===== src/rtl/usbdbg_pkg.sv =====
package usbdbg_pkg;
  localparam int BUF_BYTES = 8;
  localparam int LEN_W     = $clog2(BUF_BYTES + 1);
  localparam int BIDX_W    = $clog2(BUF_BYTES);
  localparam int RX_CNT_W  = $clog2(BUF_BYTES + 4) + 1;

  localparam logic [2:0] RA_CTRL  = 3'd0;
  localparam logic [2:0] RA_PID   = 3'd1;
  localparam logic [2:0] RA_BUFLO = 3'd2;
  localparam logic [2:0] RA_BUFHI = 3'd3;
  localparam logic [2:0] RA_DEV   = 3'd4;

  typedef enum logic [1:0] {ST_IDLE, ST_TOKEN, ST_DATA, ST_WAIT} eng_state_t;

  // Token check field: complemented CRC5, bit order reversed for the wire.
  function automatic logic [4:0] crc5_field(input logic [6:0] adr, input logic [3:0] ep);
    logic [4:0]  c;
    logic [10:0] d;
    logic [4:0]  res;
    logic        fb;
    c = '1;
    d = {ep, adr};
    for (int i = 0; i < 11; i++) begin
      fb = c[4] ^ d[i];
      c  = {c[3:0], 1'b0};
      if (fb) c = c ^ 5'b00101;
    end
    c = ~c;
    for (int i = 0; i < 5; i++) res[i] = c[4-i];
    return res;
  endfunction

  function automatic logic [15:0] crc16_byte(input logic [15:0] cin, input logic [7:0] b);
    logic [15:0] c;
    logic        fb;
    c = cin;
    for (int i = 0; i < 8; i++) begin
      fb = c[15] ^ b[i];
      c  = {c[14:0], 1'b0};
      if (fb) c = c ^ 16'h8005;
    end
    return c;
  endfunction

  function automatic logic [15:0] crc16_wire(input logic [15:0] c);
    logic [15:0] n;
    logic [15:0] res;
    n = ~c;
    for (int i = 0; i < 16; i++) res[i] = n[15-i];
    return res;
  endfunction
endpackage


===== src/rtl/usbdbg_regs.sv =====
module usbdbg_regs
  import usbdbg_pkg::*;
(
  input  logic              clk,
  input  logic              rst_n,
  input  logic              reg_wr,
  input  logic [2:0]        reg_addr,
  input  logic [31:0]       reg_wdata,
  output logic [31:0]       reg_rdata,
  output logic              busy,
  output logic              dir_wr,
  output logic              err_flag,
  output logic [LEN_W-1:0]  len,
  output logic [7:0]        tok_pid,
  output logic [7:0]        snd_pid,
  output logic [6:0]        dev_addr,
  output logic [3:0]        dev_ep,
  output logic [7:0]        buf_bytes [BUF_BYTES],
  input  logic              fin,
  input  logic              fin_err,
  input  logic              fin_pid_we,
  input  logic [7:0]        fin_pid,
  input  logic              fin_len_we,
  input  logic [LEN_W-1:0]  fin_len,
  input  logic              bw_en,
  input  logic [BIDX_W-1:0] bw_idx,
  input  logic [7:0]        bw_data
);
  logic [7:0]       rcv_pid;
  logic [LEN_W-1:0] len_sat;

  assign len_sat = (reg_wdata[7:4] > 4'(BUF_BYTES)) ? LEN_W'(BUF_BYTES) : LEN_W'(reg_wdata[7:4]);

  always_ff @(posedge clk or negedge rst_n) begin
    if (!rst_n) begin
      busy     <= 1'b0;
      dir_wr   <= 1'b0;
      err_flag <= 1'b0;
      len      <= '0;
      tok_pid  <= '0;
      snd_pid  <= '0;
      rcv_pid  <= '0;
      dev_addr <= 7'h7F;
      dev_ep   <= 4'h1;
      for (int i = 0; i < BUF_BYTES; i++) buf_bytes[i] <= '0;
    end else begin
      if (reg_wr && !busy) begin
        unique case (reg_addr)
          RA_CTRL: begin
            dir_wr <= reg_wdata[1];
            len    <= len_sat;
            if (reg_wdata[0]) begin
              busy     <= 1'b1;
              err_flag <= 1'b0;
            end
          end
          RA_PID: begin
            tok_pid <= reg_wdata[7:0];
            snd_pid <= reg_wdata[15:8];
          end
          RA_BUFLO: for (int i = 0; i < 4; i++) buf_bytes[i] <= reg_wdata[8*i +: 8];
          RA_BUFHI: for (int i = 0; i < 4; i++) buf_bytes[4+i] <= reg_wdata[8*i +: 8];
          RA_DEV: begin
            dev_addr <= reg_wdata[6:0];
            dev_ep   <= reg_wdata[11:8];
          end
          default: ;
        endcase
      end
      if (bw_en) buf_bytes[bw_idx] <= bw_data;
      if (fin) begin
        busy     <= 1'b0;
        err_flag <= fin_err;
        if (fin_pid_we) rcv_pid <= fin_pid;
        if (fin_len_we) len <= fin_len;
      end
    end
  end

  always_comb begin
    reg_rdata = '0;
    unique case (reg_addr)
      RA_CTRL:  reg_rdata = {23'd0, err_flag, 4'(len), 2'b00, dir_wr, busy};
      RA_PID:   reg_rdata = {8'd0, rcv_pid, snd_pid, tok_pid};
      RA_BUFLO: reg_rdata = {buf_bytes[3], buf_bytes[2], buf_bytes[1], buf_bytes[0]};
      RA_BUFHI: reg_rdata = {buf_bytes[7], buf_bytes[6], buf_bytes[5], buf_bytes[4]};
      RA_DEV:   reg_rdata = {20'd0, dev_ep, 1'b0, dev_addr};
      default:  reg_rdata = '0;
    endcase
  end
endmodule


===== src/rtl/usbdbg_tx.sv =====
module usbdbg_tx
  import usbdbg_pkg::*;
(
  input  logic             clk,
  input  logic             rst_n,
  input  logic             start,
  input  logic             start_data,
  input  logic [7:0]       tok_pid,
  input  logic [7:0]       snd_pid,
  input  logic [6:0]       dev_addr,
  input  logic [3:0]       dev_ep,
  input  logic [7:0]       buf_bytes [BUF_BYTES],
  input  logic [LEN_W-1:0] len,
  output logic             tx_valid,
  input  logic             tx_ready,
  output logic [7:0]       tx_data,
  output logic             tx_first,
  output logic             tx_last,
  output logic             done
);
  localparam int IDX_W = $clog2(BUF_BYTES + 3);

  logic             active;
  logic             data_mode;
  logic [IDX_W-1:0] idx;
  logic [IDX_W-1:0] last_idx;
  logic [15:0]      crc;
  logic [IDX_W-1:0] len_x;
  logic [BIDX_W-1:0] sel;
  logic [4:0]       c5;
  logic [15:0]      crc_w;
  logic             fire;
  logic             is_payload;

  assign len_x      = IDX_W'(len);
  assign sel        = BIDX_W'(idx - IDX_W'(1));
  assign c5         = crc5_field(dev_addr, dev_ep);
  assign crc_w      = crc16_wire(crc);
  assign tx_valid   = active;
  assign fire       = active && tx_ready;
  assign tx_first   = active && (idx == '0);
  assign tx_last    = active && (idx == last_idx);
  assign done       = fire && (idx == last_idx);
  assign is_payload = data_mode && (idx != '0) && (idx <= len_x);

  always_comb begin
    if (!data_mode) begin
      unique case (idx)
        IDX_W'(0): tx_data = tok_pid;
        IDX_W'(1): tx_data = {dev_ep[0], dev_addr};
        default:   tx_data = {c5, dev_ep[3:1]};
      endcase
    end else if (idx == '0) begin
      tx_data = snd_pid;
    end else if (idx <= len_x) begin
      tx_data = buf_bytes[sel];
    end else if (idx == len_x + IDX_W'(1)) begin
      tx_data = crc_w[7:0];
    end else begin
      tx_data = crc_w[15:8];
    end
  end

  always_ff @(posedge clk or negedge rst_n) begin
    if (!rst_n) begin
      active    <= 1'b0;
      data_mode <= 1'b0;
      idx       <= '0;
      last_idx  <= '0;
      crc       <= '1;
    end else begin
      if (fire) begin
        if (is_payload) crc <= crc16_byte(crc, tx_data);
        if (idx == last_idx) active <= 1'b0;
        else idx <= idx + IDX_W'(1);
      end
      if (start) begin
        active    <= 1'b1;
        data_mode <= start_data;
        idx       <= '0;
        crc       <= '1;
        last_idx  <= start_data ? len_x + IDX_W'(2) : IDX_W'(2);
      end
    end
  end
endmodule


===== src/rtl/usbdbg_rx.sv =====
module usbdbg_rx
  import usbdbg_pkg::*;
(
  input  logic                clk,
  input  logic                rst_n,
  input  logic                armed,
  input  logic                rx_valid,
  input  logic [7:0]          rx_data,
  input  logic                rx_first,
  input  logic                rx_last,
  output logic                rx_ready,
  output logic                pkt_done,
  output logic [7:0]          pkt_pid,
  output logic [RX_CNT_W-1:0] pkt_len,
  output logic                bw_en,
  output logic [BIDX_W-1:0]   bw_idx,
  output logic [7:0]          bw_data
);
  logic [RX_CNT_W-1:0] cnt;
  logic [RX_CNT_W-1:0] cnt_inc;
  logic [7:0]          pid_q;
  logic                acc;
  logic                is_pid;

  assign rx_ready = armed;
  assign acc      = armed && rx_valid;
  assign is_pid   = rx_first || (cnt == '0);
  assign cnt_inc  = (cnt == '1) ? cnt : cnt + RX_CNT_W'(1);
  assign pkt_done = acc && rx_last;
  assign pkt_pid  = is_pid ? rx_data : pid_q;
  assign pkt_len  = is_pid ? RX_CNT_W'(1) : cnt_inc;
  assign bw_en    = acc && !is_pid && (cnt <= RX_CNT_W'(BUF_BYTES));
  assign bw_idx   = BIDX_W'(cnt - RX_CNT_W'(1));
  assign bw_data  = rx_data;

  always_ff @(posedge clk or negedge rst_n) begin
    if (!rst_n) begin
      cnt   <= '0;
      pid_q <= '0;
    end else if (!armed) begin
      cnt <= '0;
    end else if (acc) begin
      if (rx_last)     cnt <= '0;
      else if (is_pid) cnt <= RX_CNT_W'(1);
      else             cnt <= cnt_inc;
      if (is_pid) pid_q <= rx_data;
    end
  end
endmodule


===== src/rtl/usbdbg_xact_engine.sv =====
module usbdbg_xact_engine
  import usbdbg_pkg::*;
#(
  parameter int TIMEOUT_CYCLES = 64
) (
  input  logic        clk,
  input  logic        rst_n,
  input  logic        reg_wr,
  input  logic [2:0]  reg_addr,
  input  logic [31:0] reg_wdata,
  output logic [31:0] reg_rdata,
  output logic        tx_valid,
  input  logic        tx_ready,
  output logic [7:0]  tx_data,
  output logic        tx_first,
  output logic        tx_last,
  input  logic        rx_valid,
  output logic        rx_ready,
  input  logic [7:0]  rx_data,
  input  logic        rx_first,
  input  logic        rx_last
);
  localparam int TW = $clog2(TIMEOUT_CYCLES + 1);

  logic              busy, dir_wr, err_flag;
  logic [LEN_W-1:0]  len;
  logic [7:0]        tok_pid, snd_pid;
  logic [6:0]        dev_addr;
  logic [3:0]        dev_ep;
  logic [7:0]        buf_bytes [BUF_BYTES];
  logic              fin, fin_err, fin_pid_we, fin_len_we;
  logic [LEN_W-1:0]  fin_len;
  logic              bw_en;
  logic [BIDX_W-1:0] bw_idx;
  logic [7:0]        bw_data;
  logic              tx_start, tx_start_data, tx_done;
  logic              armed, pkt_done;
  logic [7:0]        pkt_pid;
  logic [RX_CNT_W-1:0] pkt_len;
  eng_state_t        state, state_n;
  logic [TW-1:0]     timer;
  logic              pid_ok, hs_class, data_class, single, len_ok;

  usbdbg_regs u_regs (
    .clk, .rst_n, .reg_wr, .reg_addr, .reg_wdata, .reg_rdata,
    .busy, .dir_wr, .err_flag, .len, .tok_pid, .snd_pid, .dev_addr, .dev_ep,
    .buf_bytes, .fin, .fin_err, .fin_pid_we, .fin_pid(pkt_pid),
    .fin_len_we, .fin_len, .bw_en, .bw_idx, .bw_data
  );

  usbdbg_tx u_tx (
    .clk, .rst_n, .start(tx_start), .start_data(tx_start_data),
    .tok_pid, .snd_pid, .dev_addr, .dev_ep, .buf_bytes, .len,
    .tx_valid, .tx_ready, .tx_data, .tx_first, .tx_last, .done(tx_done)
  );

  usbdbg_rx u_rx (
    .clk, .rst_n, .armed, .rx_valid, .rx_data, .rx_first, .rx_last,
    .rx_ready, .pkt_done, .pkt_pid, .pkt_len, .bw_en, .bw_idx, .bw_data
  );

  assign pid_ok     = (pkt_pid[7:4] == ~pkt_pid[3:0]);
  assign hs_class   = (pkt_pid[1:0] == 2'b10);
  assign data_class = (pkt_pid[1:0] == 2'b11);
  assign single     = (pkt_len == RX_CNT_W'(1));
  assign len_ok     = (pkt_len >= RX_CNT_W'(3)) && (pkt_len <= RX_CNT_W'(BUF_BYTES + 3));

  always_comb begin
    state_n       = state;
    tx_start      = 1'b0;
    tx_start_data = 1'b0;
    armed         = 1'b0;
    fin           = 1'b0;
    fin_err       = 1'b0;
    fin_pid_we    = 1'b0;
    fin_len_we    = 1'b0;
    fin_len       = '0;
    unique case (state)
      ST_IDLE: if (busy) begin
        tx_start = 1'b1;
        state_n  = ST_TOKEN;
      end
      ST_TOKEN: if (tx_done) begin
        if (dir_wr) begin
          tx_start      = 1'b1;
          tx_start_data = 1'b1;
          state_n       = ST_DATA;
        end else begin
          state_n = ST_WAIT;
        end
      end
      ST_DATA: if (tx_done) state_n = ST_WAIT;
      ST_WAIT: begin
        armed = 1'b1;
        if (pkt_done) begin
          fin        = 1'b1;
          fin_pid_we = 1'b1;
          state_n    = ST_IDLE;
          if (dir_wr) begin
            fin_err = !(pid_ok && hs_class && single);
          end else if (data_class) begin
            fin_err    = !(pid_ok && len_ok);
            fin_len_we = !fin_err;
            fin_len    = LEN_W'(pkt_len - RX_CNT_W'(3));
          end else begin
            fin_err    = !(pid_ok && hs_class && single);
            fin_len_we = !fin_err;
          end
        end else if (timer == TW'(TIMEOUT_CYCLES - 1)) begin
          fin     = 1'b1;
          fin_err = 1'b1;
          state_n = ST_IDLE;
        end
      end
      default: state_n = ST_IDLE;
    endcase
  end

  always_ff @(posedge clk or negedge rst_n) begin
    if (!rst_n) begin
      state <= ST_IDLE;
      timer <= '0;
    end else begin
      state <= state_n;
      if (state != ST_WAIT || (rx_valid && rx_ready)) timer <= '0;
      else timer <= timer + TW'(1);
    end
  end
endmodule


===== config.mk =====
export PLATFORM = sky130hd
export DESIGN_NAME = usbdbg_xact_engine
export DESIGN_NICKNAME = d
export VERILOG_FILES = /design/src/rtl/usbdbg_pkg.sv /design/src/rtl/usbdbg_regs.sv /design/src/rtl/usbdbg_tx.sv /design/src/rtl/usbdbg_rx.sv /design/src/rtl/usbdbg_xact_engine.sv
export SDC_FILE = /design/constraint.sdc
export NUM_CORES = 1
export LEC_CHECK = 0
export BUFFER_PORTS_ARGS = -buffer_cell sky130_fd_sc_hd__buf_2
export CORE_MARGIN = 3
export CORE_UTILIZATION = 50
export CTS_BUF_LIST = sky130_fd_sc_hd__clkbuf_16
export CTS_CLUSTER_DIAMETER = 150
export DETAILED_ROUTE_END_ITERATION = 12
export PLACE_DENSITY = 0.72
export SYNTH_ARGS = -nofsm -noshare
export SYNTH_HDL_FRONTEND = slang
export SYNTH_HIERARCHICAL = 1
export SYNTH_SLANG_ARGS = --single-unit

===== constraint.sdc =====
create_clock -name clk -period 4.99 [get_ports clk]
set_clock_uncertainty 0.2 [all_clocks]
set_input_delay 0.499 -clock clk [delete_from_list [all_inputs] [get_ports clk]]
set_output_delay 0.499 -clock clk [all_outputs]
set_load 0.02 [all_outputs]

==> results of run 1 <==
## what timing repair did
item	CTS	global route
hold endpoints to repair	60	0
hold buffers	1	0
setup endpoints to repair	0	0
## placed cells by master (no fill, tap or decap), types with 16 or more instances in the layout
cell type / n
sky130_fd_sc_hd__dfrtp_1: 130
sky130_fd_sc_hd__buf_2: 91
sky130_fd_sc_hd__nor2_1: 80
sky130_fd_sc_hd__mux2_2: 73
sky130_fd_sc_hd__o21ai_0: 72
sky130_fd_sc_hd__nand2_1: 57
sky130_fd_sc_hd__a21boi_0: 49
sky130_fd_sc_hd__o22a_1: 47
sky130_fd_sc_hd__xnor2_1: 34
sky130_fd_sc_hd__nand3_1: 33
sky130_fd_sc_hd__a31oi_1: 28
sky130_fd_sc_hd__a22oi_1: 27
sky130_fd_sc_hd__inv_1: 26
sky130_fd_sc_hd__mux2i_1: 24
sky130_fd_sc_hd__dfstp_2: 24
sky130_fd_sc_hd__ha_1: 20
sky130_fd_sc_hd__xor2_1: 19
sky130_fd_sc_hd__a21oi_1: 19
sky130_fd_sc_hd__clkbuf_16: 17
sky130_fd_sc_hd__buf_4: 16
## report_power, final
part	switching (uW)	leakage (uW)	internal, uW
Sequential	702	0.00189	1850
Clock	556	0.000278	738
Combinational	2770	0.00276	2660
## registers in the layout, summed over array words and instances, names as in the netlist, 5 cells and up
name              flops
u_regs/buf_bytes     64
u_regs/rcv_pid        8
u_tx/crc             16
u_rx/cnt              5
u_rx/pid_q            8
u_regs/tok_pid        8
u_regs/snd_pid        8
u_regs/dev_addr       7
timer                 7
## layer usage
| layer | global-route usage [%] | vias up | wire [um] | part of all wire (%) |
|---|---|---|---|---|
| met1 | 37.9 | 4326 | 12800 | 41 |
| li1 | - | 3930 | - | - |
| met2 | 43.2 | 449 | 14500 | 47 |
| met3 | 6.52 | 58 | 2930 | 9.4 |
| met4 | 8.84 | 0 | 835 | 2.7 |
| met5 | 0 | - | 0 | 0 |
## per-stage QoR
stage	util (%)	instance area [um2]	worst slack (ns)
after floorplan	-	10500	1.17
after global placement	53.5	10900	0.966
after detailed placement	53.5	10900	0.846
after CTS	56.3	11500	0.824
after global routing	56.3	11500	0.598
final	56.3	11500	0.786
## worst max-delay path, cell delays in order, from the launching register on
cell	delay [ns]
sky130_fd_sc_hd__dfrtp_1	0.49
sky130_fd_sc_hd__inv_1	0.13
sky130_fd_sc_hd__ha_1	0.26
sky130_fd_sc_hd__xor2_4	0.48
sky130_fd_sc_hd__mux4_2	0.57
sky130_fd_sc_hd__mux2i_1	0.23
sky130_fd_sc_hd__nor3_1	0.09
sky130_fd_sc_hd__a211o_1	0.32
sky130_fd_sc_hd__xor2_1	0.26
sky130_fd_sc_hd__xor2_1	0.32
sky130_fd_sc_hd__xor3_2	0.45
sky130_fd_sc_hd__xor2_1	0.18
sky130_fd_sc_hd__o21ai_1	0.13
## kinds of logic (layout without fill, tap and decap cells)
logic type                 count (synthesis)  after routing  synth area share, %
AOI/OAI and AO/OA                        322            322                 21.6
and+or+nand+nor                          250            250                 12.3
DFF                                      154            154                 37.0
buffers and inverters                    118            168                 5.87
muxes                                    115            115                 14.0
xor gates and xnor gates                  65             65                 6.89
adders and majority gates                 20             20                 2.38
## worst max path at each step
stage | from | end | slack [ns] | depth (start not counted)
global placement | u_tx/idx[1] | u_tx/crc[0] | 0.97 | 12
floorplan | u_tx/idx[0] | u_tx/crc[0] | 1.17 | 14
finish | u_tx/idx[1] | u_tx/crc[0] | 0.79 | 12
detailed placement | u_tx/idx[1] | u_tx/crc[0] | 0.85 | 12
global route | u_tx/idx[1] | u_tx/crc[15] | 0.60 | 12
CTS | u_tx/idx[1] | u_tx/crc[0] | 0.82 | 12
## final cells by class
class	count	area [um2]
Tap cell	270	338
Sequential cell	154	3880
Clock buffer	17	425
Timing Repair Buffer	109	597
Clock inverter	15	150
Inverter	27	101
Fill cell	1834	8920
Multi-Input combinational cell	772	6020
==> results.txt, run 1 <==
The tree is rooted in a sky130_fd_sc_hd__clkbuf_16. For this run, the number of standard cells in the final layout without fillers is 1364. The maximum fanout along the worst path was 12.

The run gives 8503 as the number of global-route vias before repair. The most frequent cell after synthesis was sky130_fd_sc_hd__dfrtp_1. After layout, the minimum clock period comes to 4.20 ns. TritonCTS built the clock tree. The end of the worst hold path is u_regs/snd_pid[5]. The final setup violation count came out at 0. The number of input and output port buffers inserted was 93.

In this run the standard cell core region covers 0.0204 mm2. The number of cells on the worst reg-to-reg path is 12, and the number of clock sinks seen by CTS is 154. After legalization and detailed placement, the total HPWL measured 21.7 mm.

The run gives 0.949 as the final weighted congestion of routability-driven global placement. The total negative slack is 0 ns. The biggest area contributor in the post-synthesis netlist is sky130_fd_sc_hd__dfrtp_1.

The post-CTS resize count is 0, and the slew of the pin with the lowest slew margin is 1.18 ns. Timing would allow up to 238 MHz. The mapped netlist covers 0.0105 mm2. The endpoint identified for the worst register-to-register timing path is u_tx/crc[0]. The initialized floorplan defines 52 standard-cell rows. Width of the die: 151 um.

After detailed placement, the design holds a cell count of 1331. The total overflow left after global routing is 0. For this run, the leading register cell type out of synthesis is sky130_fd_sc_hd__dfrtp_1. The run finished with clean final reports.

Overall global routing resource usage: 27.5%. The worst setup path is launched from a flip-flop. The initial utilization of the core area, before any placement, comes to 51.4%.

The setup check on the worst reg-to-reg path leaves a slack of 0.79 ns. Setup repair after global routing left no endpoint under its margin. The number of pins exceeding their max-slew limit in the final report is 0, and the height of the die is 151 um. STA classifies the critical path endpoint as a flip-flop. In this run the number of H-tree levels came out at 4.

In this run the most critical hold path is launched from reg_wdata[13]. Mean instance size in the synthesized netlist: 10.1 um2. Yosys mapped the design onto 91 distinct sky130hd cell types.

From synthesis to final layout, the design area changed by 9.52%. For the detailed-route DRC error count, the log shows 0. The source of the worst register-to-register timing path was u_tx/idx[1]. Before antenna repair, the detailed router went through 6 iterations. The logs give 0 for the number of antenna violations at the first check in global routing and 1044 for the cell count after synthesis. Synthesis inferred 154 register bits. No sink is reached through more buffers than the 2 on the longest clock path.

The number of max-cap violations was 0; the share of async-settable or async-resettable flops after synthesis was 100%. Ranked by instance count, the synthesized netlist is headed by sky130_fd_sc_hd__dfrtp_1 (130), sky130_fd_sc_hd__nor2_1 (80), sky130_fd_sc_hd__mux2_2 (73), sky130_fd_sc_hd__o21ai_0 (72), sky130_fd_sc_hd__nand2_1 (57). The later pin in the worst-skew pair is clocked with a latency of 0.42 ns.

The logs give 1114 for the net count of the mapped netlist and 94 for the count of pins on the block boundary. In this run, synthesis inferred 0 flip-flops with an integrated enable. The reported leakage power was 0.00493 uW; the areal power density over the cells was 805 mW/mm2.

The path class of the tightest hold or removal check is input pin to flip-flop. Dividing the detail-routed wire length by the instance count gives 22.7 um. The detail route stage leaves a number of antenna-violating nets equal to 0. The critical path in this run is classified as flip-flop to flip-flop.

The tools report the critical path arrival as 4.35 ns. VDD sags by at most 0.902 mV. The largest net degree at the start of global routing is 86, and the starting DRC count in detailed routing is 1001.

The share of synthesized area in the top cell type comes to 31.0%. After synthesis, flip-flops and latches occupy 37.0% of the total area. After clock tree synthesis, the clock-pin slew on the worst setup and hold paths is 0.07 ns. The tools report the total power after layout as 9270 uW.

The tools report the worst slack on hold paths as 0.135 ns. The headroom to the max-slew limit is 21.1%. The logs give 1151 for the total number of nets in the final design and 0 for the number of hold violations in the final report. The worst hold path was traced through 2 stages. The buffers inserted during post-CTS setup optimization was 0. After synthesis, the cell types taking the most area are sky130_fd_sc_hd__dfrtp_1 (31%), sky130_fd_sc_hd__mux2_2 (7.8%), sky130_fd_sc_hd__dfstp_2 (6.0%). The floorplan die area is 0.0228 mm2, and the number of inserted diodes is 0.

The routed layout has 8763 vias. In this run, CTS created clock tree buffers numbering 17. The data required time at the worst endpoint is 5.14 ns. Portion of the clock cycle consumed by the worst path in the final layout: 84.3%. The first global-routing pass estimated 48.4 mm of wire. Of the cells placed in the final design, the portion with a size suffix greater than 1 is 25.8%. The tools report the count of warnings emitted by yosys as 6.

After detailed routing, the number of vias per cell comes to 6.42. The wire length reported by the detailed router was 31.0 mm.
No activity file was read; power rests on OpenSTA's default activity.
==> run 2, diff against run 1 <==
Clock period 4.99 ns to 4.3 ns, I/O delays scaled along.
==> run 2 against run 1 <==
Sequential share of layout area is 0.37 points lower. Sequential cell count stayed put. Largest cell class unchanged. Combinational power is 17% higher. Critical endpoint unchanged. Hold slack worse by 0.077 ns. Clock-buffer cell count stayed put. Final cell count is 0.37% higher. Clock power is 31% higher. Core utilization is 0.62 points higher. Fmax is 5.8% higher. Critical path depth is 1 lower.
==> results.txt, run 2 (synthesized netlist as in run 1, its figures left out) <==
For the share of power burned in registers, the log shows 26.7%. The number of pins exceeding their max-slew limit in the final report came out at 0. The library cell used most frequently in the layout, excluding fill and tap cells, is sky130_fd_sc_hd__dfrtp_1. The wire length reported by the detailed router came out at 31.3 mm. The logs give 8532 for the number of global-route vias before repair and 57.0% for the share of the core filled with cells in the final layout. Final setup violation count: 0.

In this run switching power makes up 42.1% of total power. The flip-flop count of the largest register, all copies and words added came out at 64. For this run the aggregate overflow at the end of global routing stands at 0. The largest registers in the layout are u_regs/buf_bytes (64), u_tx/crc (16). The critical path is of the flip-flop to flip-flop type. In the layout the commonest cells are sky130_fd_sc_hd__dfrtp_1 (130), sky130_fd_sc_hd__buf_2 (91), sky130_fd_sc_hd__nor2_1 (80). At the placement stage, the worst setup path has a slack of 0.181 ns. The width of the die was 151 um; the power share of the combinational group was 57.9%.

Total negative slack: 0 ns. The net load switching power was 4630 uW; the wire length per cell was 22.9 um. The number of max-cap violations was 0.

The portion of the clock cycle consumed by the worst path in the final layout is 92.5%. For the number of placement rows, the log shows 52. The register bank with the most flops is u_regs/buf_bytes. The headroom to the max-slew limit is 29.5%, and the detailed-route DRC error count is 0.

Maximum fanout along the worst path: 15. For this run, the detailed router's first-pass iteration total came to 6. The number of placed instances, taps included, is 1332.

The number of hold violations in the final report was 0. In the final layout, the share of cells above drive strength 1 is 26.1%. Power spread over the standard cell area amounts to 944 mW/mm2. The slew of the pin with the lowest slew margin works out to 1.06 ns. STA puts the critical path data arrival time at 4.13 ns.

In this run the remaining antenna-violating nets after routing total 0. In this run the critical register-to-register path is launched from u_tx/idx[1]. In this run the critical register-to-register path is captured at u_tx/crc[0].

The number of antenna violations at the first check in global routing came out at 2. The maximum level of the CTS H-tree came out at 4. The floorplan step defined a die boundary enclosing 0.0228 mm2. After the first detailed-routing iteration, the DRC count stood at 992.

The internal portion of the total power is 6360 uW. The startpoint identified for the worst hold timing path is reg_wdata[13]. The logs give 0.00500 uW for the reported leakage power and 0.0204 mm2 for the placeable core region.

Worst-case vdd ir drop: 0.823 mV. TritonCTS built the clock tree. The run gives 101 as the largest net degree at the start of global routing. The die is 151 um tall.

After clock tree synthesis, the clock-pin slew on the worst setup and hold paths is 0.07 ns. Buffers placed on the I/O ports in this run total 93. The first global-routing pass estimated 49.0 mm of wire.

The routed layout has 8831 vias. The clock network fraction of design power was 15.4%; the number of buffers inserted during clock tree synthesis was 17. The run gives 0.325 ns as the setup slack of the critical path after layout.

STA classifies the critical path endpoint as a flip-flop. Worst hold path stage count: 2. In this run the clock root is driven by a sky130_fd_sc_hd__clkbuf_16. The run gives 21.5 mm as the half-perimeter wire length after placement. Derived from the worst setup path, the maximum achievable clock frequency is 252 MHz.

STA classifies the critical path startpoint as a flip-flop. Number of clock sinks seen by CTS: 154. After detailed routing, the number of vias per cell comes to 6.45. The flow ran to the end, and the final reports show no timing, DRC or antenna violations. The worst hold path terminates at u_regs/snd_pid[5].

At the worst endpoint, the required time is 4.45 ns. The area growth from synthesis to layout is 10.7%. In the final design database the tool counted 1155 nets. The clock latency reported for the late side of the worst-skew pair is 0.44 ns. The longest clock path from root to sink contains 2 buffers. Leaving out filler cells and counting taps, the final layout contains 1369. The worst path in the final design needs a cycle of 3.98 ns, including I/O delays and setup.

For flop-to-flop paths, the worst setup slack is 0.32 ns. Once the floorplan was initialized, standard cells occupied 51.4% of the core. Count of pins on the block boundary: 94.

The run gives 27.9% as the overall global routing resource usage. The worst hold path belongs to the class input pin to flip-flop. Final weighted congestion of routability-driven global placement: 0.897. Setup repair after global routing left no endpoint under its margin. Measured in cells, the most critical reg-to-reg path has a length of 11.
[run 2: routing by layer]
metal  global-route usage (%)  part of all wire [%]  vias up  wire length, um
met3                     6.67                   9.1       76             2840
met5                        0                 0.073        -               23
met1                     37.5                    41     4350            12800
met4                     9.52                   3.1        4              957
met2                     44.5                    47      457            14700
li1                         -                     -     3944                -
[run 2: cell type report]
type | count | area [um2]
sequential | 154 | 3880
clock inverter | 15 | 219
antenna | 1 | 2.50
multi-input combinational | 772 | 6020
tap | 270 | 338
fill | 1794 | 8790
clock buffer | 17 | 425
inverter | 27 | 101
timing repair buffer | 113 | 652
[run 2: repair_timing]
item,CTS,global route
buffers inserted,0,3
hold buffers,1,0
endpoints found under the setup margin,0,2
hold endpoints to repair,83,0
gates resized for setup,0,0
[run 2: worst max-delay path by stage]
stage / from / endpoint / cells past startpoint
finish: u_tx/idx[1] / u_tx/crc[0] / 11
global route: u_tx/idx[1] / u_tx/crc[0] / 11
floorplan: u_tx/idx[0] / u_tx/crc[0] / 14
detailed placement: u_tx/idx[1] / u_tx/crc[0] / 12
CTS: u_tx/idx[1] / u_tx/crc[0] / 12
global placement: u_tx/idx[1] / u_tx/crc[0] / 12
[run 2: worst max-delay path: stages, from the launching register on]
cell                      delay, ns
sky130_fd_sc_hd__dfrtp_1       0.49
sky130_fd_sc_hd__inv_1         0.14
sky130_fd_sc_hd__ha_1          0.73
sky130_fd_sc_hd__mux4_2        0.39
sky130_fd_sc_hd__mux2_2        0.31
sky130_fd_sc_hd__a21oi_1       0.16
sky130_fd_sc_hd__a21oi_1       0.11
sky130_fd_sc_hd__xnor2_1       0.37
sky130_fd_sc_hd__xnor3_1       0.40
sky130_fd_sc_hd__xor3_2        0.27
sky130_fd_sc_hd__xor2_1        0.18
sky130_fd_sc_hd__o21ai_1       0.13
[run 2: stage by stage]
step                hold WS (ns)  power [uW]  cell area [um2]
global placement           0.243        9040            10900
CTS                       0.0521       10900            11600
finish                    0.0587       11000            11600
global route              0.0538       11600            11600
floorplan                -0.0656        7660            10500
detailed placement         0.254        9120            10900
[run 2: power groups by stage]
stage / registers, uW / logic, uW / clock network (uW)
final: 2930 / 6360 / 1690
after detailed placement: 2930 / 6200 / 0
after global placement: 2910 / 6130 / 0
after global routing: 3000 / 6860 / 1770
after floorplan: 2540 / 5110 / 0
after CTS: 2910 / 6260 / 1710
